### src/rtl/led_ctrl_pkg.sv
package led_ctrl_pkg;
   typedef enum logic [2:0] {
      FN_DEFAULT = 3'd0,
      FN_LINK100 = 3'd1,
      FN_ACT     = 3'd2,
      FN_FDX     = 3'd3,
      FN_COL     = 3'd4,
      FN_SPD100  = 3'd5,
      FN_ON      = 3'd6,
      FN_OFF     = 3'd7
   } led_fn_e;

   localparam int FN_W = 3;
endpackage

### src/rtl/led_stretch.sv
module led_stretch #(
   parameter int HOLD_CYC = 20
) (
   input  logic clk,
   input  logic rst_n,
   input  logic evt_i,
   output logic lit_o
);
   localparam int CW = $clog2(HOLD_CYC + 1);

   logic [CW-1:0] cnt_q;

   if (HOLD_CYC < 1) begin : g_bad_hold
      $error("led_stretch: HOLD_CYC must be at least 1");
   end

   always_ff @(posedge clk or negedge rst_n) begin
      if (!rst_n)
         cnt_q <= '0;
      else if (evt_i)
         cnt_q <= CW'(HOLD_CYC);
      else if (cnt_q != '0)
         cnt_q <= cnt_q - 1'b1;
   end

   assign lit_o = (cnt_q != '0);

   // an event lights the indication on the next cycle
   a_r4_event_lights: assert property (@(posedge clk) disable iff (!rst_n)
      evt_i |=> lit_o);

   // an event-free cycle with time left keeps the indication lit
   a_r4_hold_lit: assert property (@(posedge clk) disable iff (!rst_n)
      (!evt_i && cnt_q > CW'(1)) |=> lit_o);

   // the last cycle of the window ends the indication
   a_r4_expire: assert property (@(posedge clk) disable iff (!rst_n)
      (!evt_i && cnt_q == CW'(1)) |=> !lit_o);
endmodule

### src/rtl/led_fn_mux.sv
module led_fn_mux
   import led_ctrl_pkg::*;
#(
   parameter logic [FN_W-1:0] DEF_FN = 3'd1
) (
   input  logic [FN_W-1:0] sel_i,
   input  logic            link100_i,
   input  logic            full_dup_i,
   input  logic            speed100_i,
   input  logic            act_lit_i,
   input  logic            col_lit_i,
   output logic            on_o
);
   led_fn_e eff_fn;

   always_comb begin
      eff_fn = (sel_i == FN_DEFAULT) ? led_fn_e'(DEF_FN) : led_fn_e'(sel_i);
      unique case (eff_fn)
         FN_LINK100: on_o = link100_i;
         FN_ACT:     on_o = act_lit_i;
         FN_FDX:     on_o = full_dup_i;
         FN_COL:     on_o = col_lit_i;
         FN_SPD100:  on_o = speed100_i;
         FN_ON:      on_o = 1'b1;
         FN_OFF:     on_o = 1'b0;
         default:    on_o = 1'b0;
      endcase
   end
endmodule

### src/rtl/status_led_ctrl.sv
module status_led_ctrl
   import led_ctrl_pkg::*;
#(
   parameter int NUM_LEDS = 3,
   parameter int CLK_HZ   = 25_000_000,
   parameter int HOLD_MS  = 100,
   parameter logic [NUM_LEDS*FN_W-1:0] DEF_FN = {3'd3, 3'd2, 3'd1}
) (
   input  logic                     clk,
   input  logic                     rst_n,
   input  logic                     link100_i,
   input  logic                     full_dup_i,
   input  logic                     speed100_i,
   input  logic                     tx_pkt_i,
   input  logic                     rx_pkt_i,
   input  logic                     col_i,
   input  logic [NUM_LEDS*FN_W-1:0] led_sel_i,
   input  logic [NUM_LEDS-1:0]      led_pad_i,
   output logic [NUM_LEDS-1:0]      led_drive_low_o,
   output logic [NUM_LEDS-1:0]      strap_addr_o
);
   localparam longint HOLD_L   = (longint'(CLK_HZ) * longint'(HOLD_MS)) / 1000;
   localparam int     HOLD_CYC = int'(HOLD_L);

   if (NUM_LEDS < 1 || NUM_LEDS > 16) begin : g_bad_num
      $error("status_led_ctrl: NUM_LEDS out of range 1..16");
   end
   if (HOLD_CYC < 1) begin : g_bad_clk
      $error("status_led_ctrl: CLK_HZ*HOLD_MS too small");
   end

   logic                armed_q;
   logic [NUM_LEDS-1:0] strap_q;
   logic [NUM_LEDS-1:0] on_w;
   logic                act_lit;
   logic                col_lit;

   // Strap capture on the first edge out of reset; driving starts after it.
   always_ff @(posedge clk or negedge rst_n) begin
      if (!rst_n) begin
         armed_q <= 1'b0;
         strap_q <= '0;
      end else if (!armed_q) begin
         armed_q <= 1'b1;
         strap_q <= led_pad_i;
      end
   end

   led_stretch #(.HOLD_CYC(HOLD_CYC)) i_act_stretch (
      .clk   (clk),
      .rst_n (rst_n),
      .evt_i (tx_pkt_i | rx_pkt_i),
      .lit_o (act_lit)
   );

   led_stretch #(.HOLD_CYC(HOLD_CYC)) i_col_stretch (
      .clk   (clk),
      .rst_n (rst_n),
      .evt_i (col_i),
      .lit_o (col_lit)
   );

   for (genvar i = 0; i < NUM_LEDS; i++) begin : g_led
      if (DEF_FN[i*FN_W +: FN_W] == FN_DEFAULT) begin : g_bad_def
         $error("status_led_ctrl: default function of a pin may not be code 0");
      end

      led_fn_mux #(.DEF_FN(DEF_FN[i*FN_W +: FN_W])) i_mux (
         .sel_i      (led_sel_i[i*FN_W +: FN_W]),
         .link100_i  (link100_i),
         .full_dup_i (full_dup_i),
         .speed100_i (speed100_i),
         .act_lit_i  (act_lit),
         .col_lit_i  (col_lit),
         .on_o       (on_w[i])
      );

      // forced codes win once the pins are driving
      a_r7_force_on: assert property (@(posedge clk) disable iff (!rst_n)
         (armed_q && led_sel_i[i*FN_W +: FN_W] == FN_ON) |-> led_drive_low_o[i]);
      a_r7_force_off: assert property (@(posedge clk) disable iff (!rst_n)
         (led_sel_i[i*FN_W +: FN_W] == FN_OFF) |-> !led_drive_low_o[i]);
   end

   assign led_drive_low_o = armed_q ? on_w : '0;
   assign strap_addr_o    = strap_q;

   // no pin is pulled low while reset is applied
   always @(posedge clk) begin
      if (!rst_n)
         a_r1_hiz_in_reset: assert (led_drive_low_o == '0);
   end

   // the captured address holds once the pins are driving
   a_r2_strap_stable: assert property (@(posedge clk) disable iff (!rst_n)
      armed_q |=> $stable(strap_addr_o));
endmodule

### config.mk
export PLATFORM = sky130hd
export DESIGN_NAME = status_led_ctrl
export DESIGN_NICKNAME = d
export VERILOG_FILES = /design/src/rtl/led_ctrl_pkg.sv /design/src/rtl/led_stretch.sv /design/src/rtl/led_fn_mux.sv /design/src/rtl/status_led_ctrl.sv
export SDC_FILE = /design/constraint.sdc
export NUM_CORES = 1
export LEC_CHECK = 0
export ABC_AREA = 1
export BUFFER_PORTS_ARGS = -buffer_cell sky130_fd_sc_hd__buf_2
export CAP_MARGIN = 25
export CORE_MARGIN = 4
export CORE_UTILIZATION = 33
export DETAILED_ROUTE_END_ITERATION = 10
export HOLD_SLACK_MARGIN = 0.08
export MAX_ROUTING_LAYER = met4
export PLACE_DENSITY_LB_ADDON = 0.15
export RECOVER_POWER = 25
export SETUP_SLACK_MARGIN = 0.2
export SYNTH_ARGS = -nofsm -noshare
export SYNTH_HDL_FRONTEND = slang
export SYNTH_HIERARCHICAL = 1
export SYNTH_SLANG_ARGS = --single-unit
### constraint.sdc
create_clock -name clk -period 2.35 [get_ports clk]
set_input_delay 0.5875 -clock clk [delete_from_list [all_inputs] [get_ports clk]]
set_output_delay 0.5875 -clock clk [all_outputs]
set_load 0.05 [all_outputs]
==> flow_results.org <==
** Die
- From bottom edge to top edge, the die measures 105 um.
- In this run the horizontal extent of the chip is 105 um.
- Once the floorplan was initialized, standard cells occupied 33.8% of the core.
- The region available for standard cell placement spans 9200 um2.
- IO Pins :: 26
- Number of placement rows :: 35
- The die covers 11000 um2.

** Timing
- The final critical path takes up 103% of the cycle.
- Setup repair after global routing missed its margin :: true
- In this run the tightest slew margin relative to its limit is -4.00%.
- Final critical path time including I/O delays and setup :: 2.42 ns
- Total Neg Setup Slack :: -0.131 ns
- Final setup skew :: 0.00652 ns
- Maximum frequency from static timing analysis :: 413 MHz
- Worst hold margin :: 0.474 ns
- The final-report hold violation count was 0.
- Final critical-path setup slack :: -0.0728 ns
- Transition time of the tightest slew-check pin :: 1.56 ns
- Max Slew Vio Count :: 29
- Setup violations remaining at the end of the flow were counted as 2.

** Finish
- The repair_antennas step left the layout with diodes totalling 0.
- Utilization after layout :: 42.6%
- In the final design database the tool counted 543 nets.
- Synth-to-Final Area Change :: 25.9%
- Fraction of layout cells with a size suffix above 1 :: 27.1%

** Drt
- After detailed routing, the number of vias per cell comes to 4.77.
- Final WL :: 8.31 mm
- Vias after detailed routing :: 3016
- 1st-pass router iterations :: 5
- DRC errors left :: 0
- Dividing the detail-routed wire length by the instance count gives 13.1 um.
- Once detail routing completed, the nets flagged for antenna violations numbered 0.
- The detailed router finished its first iteration with 157 violations.

** Worst setup path
- Largest fanout on the critical path :: 4
- The worst setup path is launched from a register.
- STA classifies the critical path endpoint as an output port.
- Flop-to-flop setup slack :: 0.31 ns
- The critical path contains buffers and inverters numbering 2 combined.
- Slowest library cell on the worst path :: sky130_fd_sc_hd__dfrtp_2
- Most numerous cell on the critical path :: sky130_fd_sc_hd__nand2_1
- Crit path arrival time :: 1.84 ns
- Grouping stages by cell kind, the critical path spends the most delay in simple AND/OR/NAND/NOR gates.
- Required time at the worst-slack endpoint :: 1.76 ns
- In this design, the stage delay of the slowest critical-path cell is 0.46 ns.
- The worst setup path is of the register to output port kind.
- Crit path cell chain :: nor2_4 > nand2_2 > nor2_4 > nand3_4 > o21ai_2 > nand2_1 > nand2_1 > nand2_1 > nand2_2 > clkinvlp_4 > buf_6

** Synthesis
- Share of synthesized registers carrying an async set or reset :: 100%
- Synth Area per Inst :: 6.92 um2
- The synthesized design contains 0 enable-type register cells.
- Top cell type by total area after synthesis :: sky130_fd_sc_hd__dfrtp_1
- Of the synthesized area, sequential elements account for 38.6%.
- By count the netlist is led by sky130_fd_sc_hd__nand2_1, sky130_fd_sc_hd__nor2_1, sky130_fd_sc_hd__inv_1, sky130_fd_sc_hd__dfrtp_1, sky130_fd_sc_hd__nand3_1.
- The most common cell in the synthesized netlist is sky130_fd_sc_hd__nand2_1.
- The Yosys step of the flow raised 6 warnings.
- Yosys attributes the largest share of cell area to sky130_fd_sc_hd__dfrtp_1, sky130_fd_sc_hd__nand2_1, sky130_fd_sc_hd__nor2_1.
- When the netlist entered floorplanning its net count stood at 471.
- Syn Std Cell Area :: 3110 um2
- Area share of the largest cell type after synthesis :: 38.6%
- Counting every instance in the synthesized netlist gives 449.
- Synth Register Bits :: 48
- Synthesis instantiated 28 different standard cells from the library.
- Leading register cell type out of synthesis :: sky130_fd_sc_hd__dfrtp_1

** GRT
- Entering global routing, the biggest net connects 29 pins.
- The number of global-route vias before repair came to 2806.
- Global-route congestion overflow total :: 0
- Number of antenna violations at the first check in global routing :: 0
- Total Routing Usage GR :: 15.6%
- Wire length of the first global-routing pass :: 13.7 mm

** Clocking
- In this run the number of H-tree levels came out at 2.
- Clock-pin slew on the worst setup and hold paths :: 0.09 ns
- The root buffer cell chosen for the clock tree is sky130_fd_sc_hd__clkbuf_8.
- TritonCTS clock tree :: done
- The number of clock buffers added by TritonCTS is 5.
- CTS saw 48 sinks.
- Clk Latency, worst-skew pair :: 0.30 ns
- The longest clock path from root to sink contains 2 buffers.

** Placement
- DP HPWL :: 5.88 mm
- At the placement stage, the worst setup path has a slack of 0.103 ns.
- The congestion estimate from routability-driven global placement came to 0.933.
- Input and output buffers added on the ports amount to 25.

** Job
- Max capacitance violation total :: 1

** Status
- Run status :: complete, but fails checks
- The final reports fail on max-capacitance violations, max-slew violations, negative setup slack.

** Power
- Leakage :: 1.87 nW
- PnR Total Power :: 1.96 mW
- Max rail drop VDD :: 0.000367 V
- In this run the power density over the cells is 502 nW/um2.

** Min path
- Path category of the worst min-delay check :: primary input to register
==> flip-flops by register name, indices dropped and copies added, names as in the netlist <==
signal / flops
strap_addr_o: 3
armed_q: 1
i_act_stretch/cnt_q: 22
i_col_stretch/cnt_q: 22
==> cell usage in the layout (no fill, tap or decap), drive strengths merged, types with 7 or more instances in the layout <==
master / Yosys / routed
nand2: 115 / 115
nor2: 113 / 113
buf: 4 / 70
inv: 52 / 51
dfrtp: 48 / 48
nand3: 47 / 47
a21oi: 14 / 14
o21ai: 12 / 12
nand4: 11 / 11
xor2: 8 / 8
or2: 7 / 7
==> report_power, final <==
part	total, mW	switching, mW	internal, mW
clock	0.712	0.293	0.419
combinational	0.358	0.227	0.131
sequential	0.893	0.0366	0.857
==> worst paths after layout <==
check / startpoint / end / cells after the start
setup / recovery: i_col_stretch/cnt_q[5]$_DFFE_PN0P_ / led_drive_low_o[2] / 11
hold / removal: led_pad_i[2] / strap_addr_o[2]$_DFFE_PN0N_ / 3
setup reg to reg: i_act_stretch/cnt_q[17]$_DFFE_PN0P_ / i_act_stretch/cnt_q[20]$_DFFE_PN0P_ / 16
hold reg to reg: strap_addr_o[2]$_DFFE_PN0N_ / strap_addr_o[2]$_DFFE_PN0N_ / 2
max in group asynchronous: rst_n / i_col_stretch/cnt_q[5]$_DFFE_PN0P_ / 1
min in group asynchronous: rst_n / armed_q$_DFF_PN0_ / 1
==> final cells by class <==
cell class                 instances  area (um2)
clock buffer                       5        68.8
clock inverter                     2        60.1
fill                             943        5280
inverter                          52         199
multi-input combinational        343        1760
sequential                        48        1200
tap                              111         139
timing repair buffer              71         488
==> worst register-to-register path: cells and delay by family (launching register included) <==
kind / cells / cell delay (ns)
buffers and inverters: 9 / 0.87
flip-flops: 1 / 0.40
AND/OR/NAND/NOR: 7 / 0.72
==> stage by stage <==
| step | cell area [um2] | std cells |
|---|---|---|
| after floorplan | 3150 | 449 |
| after global routing | 3910 | 632 |
| final | 3910 | 632 |
| after detailed placement | 3420 | 588 |
| after CTS | 3810 | 622 |
| after global placement | 3420 | 588 |
==> metal layers <==
layer	global-route usage, %	up-vias	part of all wire [%]
met5	-	-	0
met3	3.15	15	5.8
met1	21.7	1365	49
li1	-	1553	-
met2	23.4	83	43
met4	4.03	0	1.6
==> cell families after synthesis <==
family                   synth area share [%]
XOR/XNOR                                 2.25
buffers and inverters                    8.21
AND/OR/NAND/NOR                          44.1
flip-flops                               38.6
other                                   0.121
adder cells (fa/ha/maj)                 0.805
AO/OA/AOI/OAI                            5.88
==> repair_timing <==
action | CTS | global route
buffers inserted | 27 | 10
hold buffers | 0 | 0
endpoints found under the setup margin | 3 | 4
pin swaps | 12 | 9
gates resized for setup | 20 | 11
Note: power is estimated with default switching activity, not from simulation.
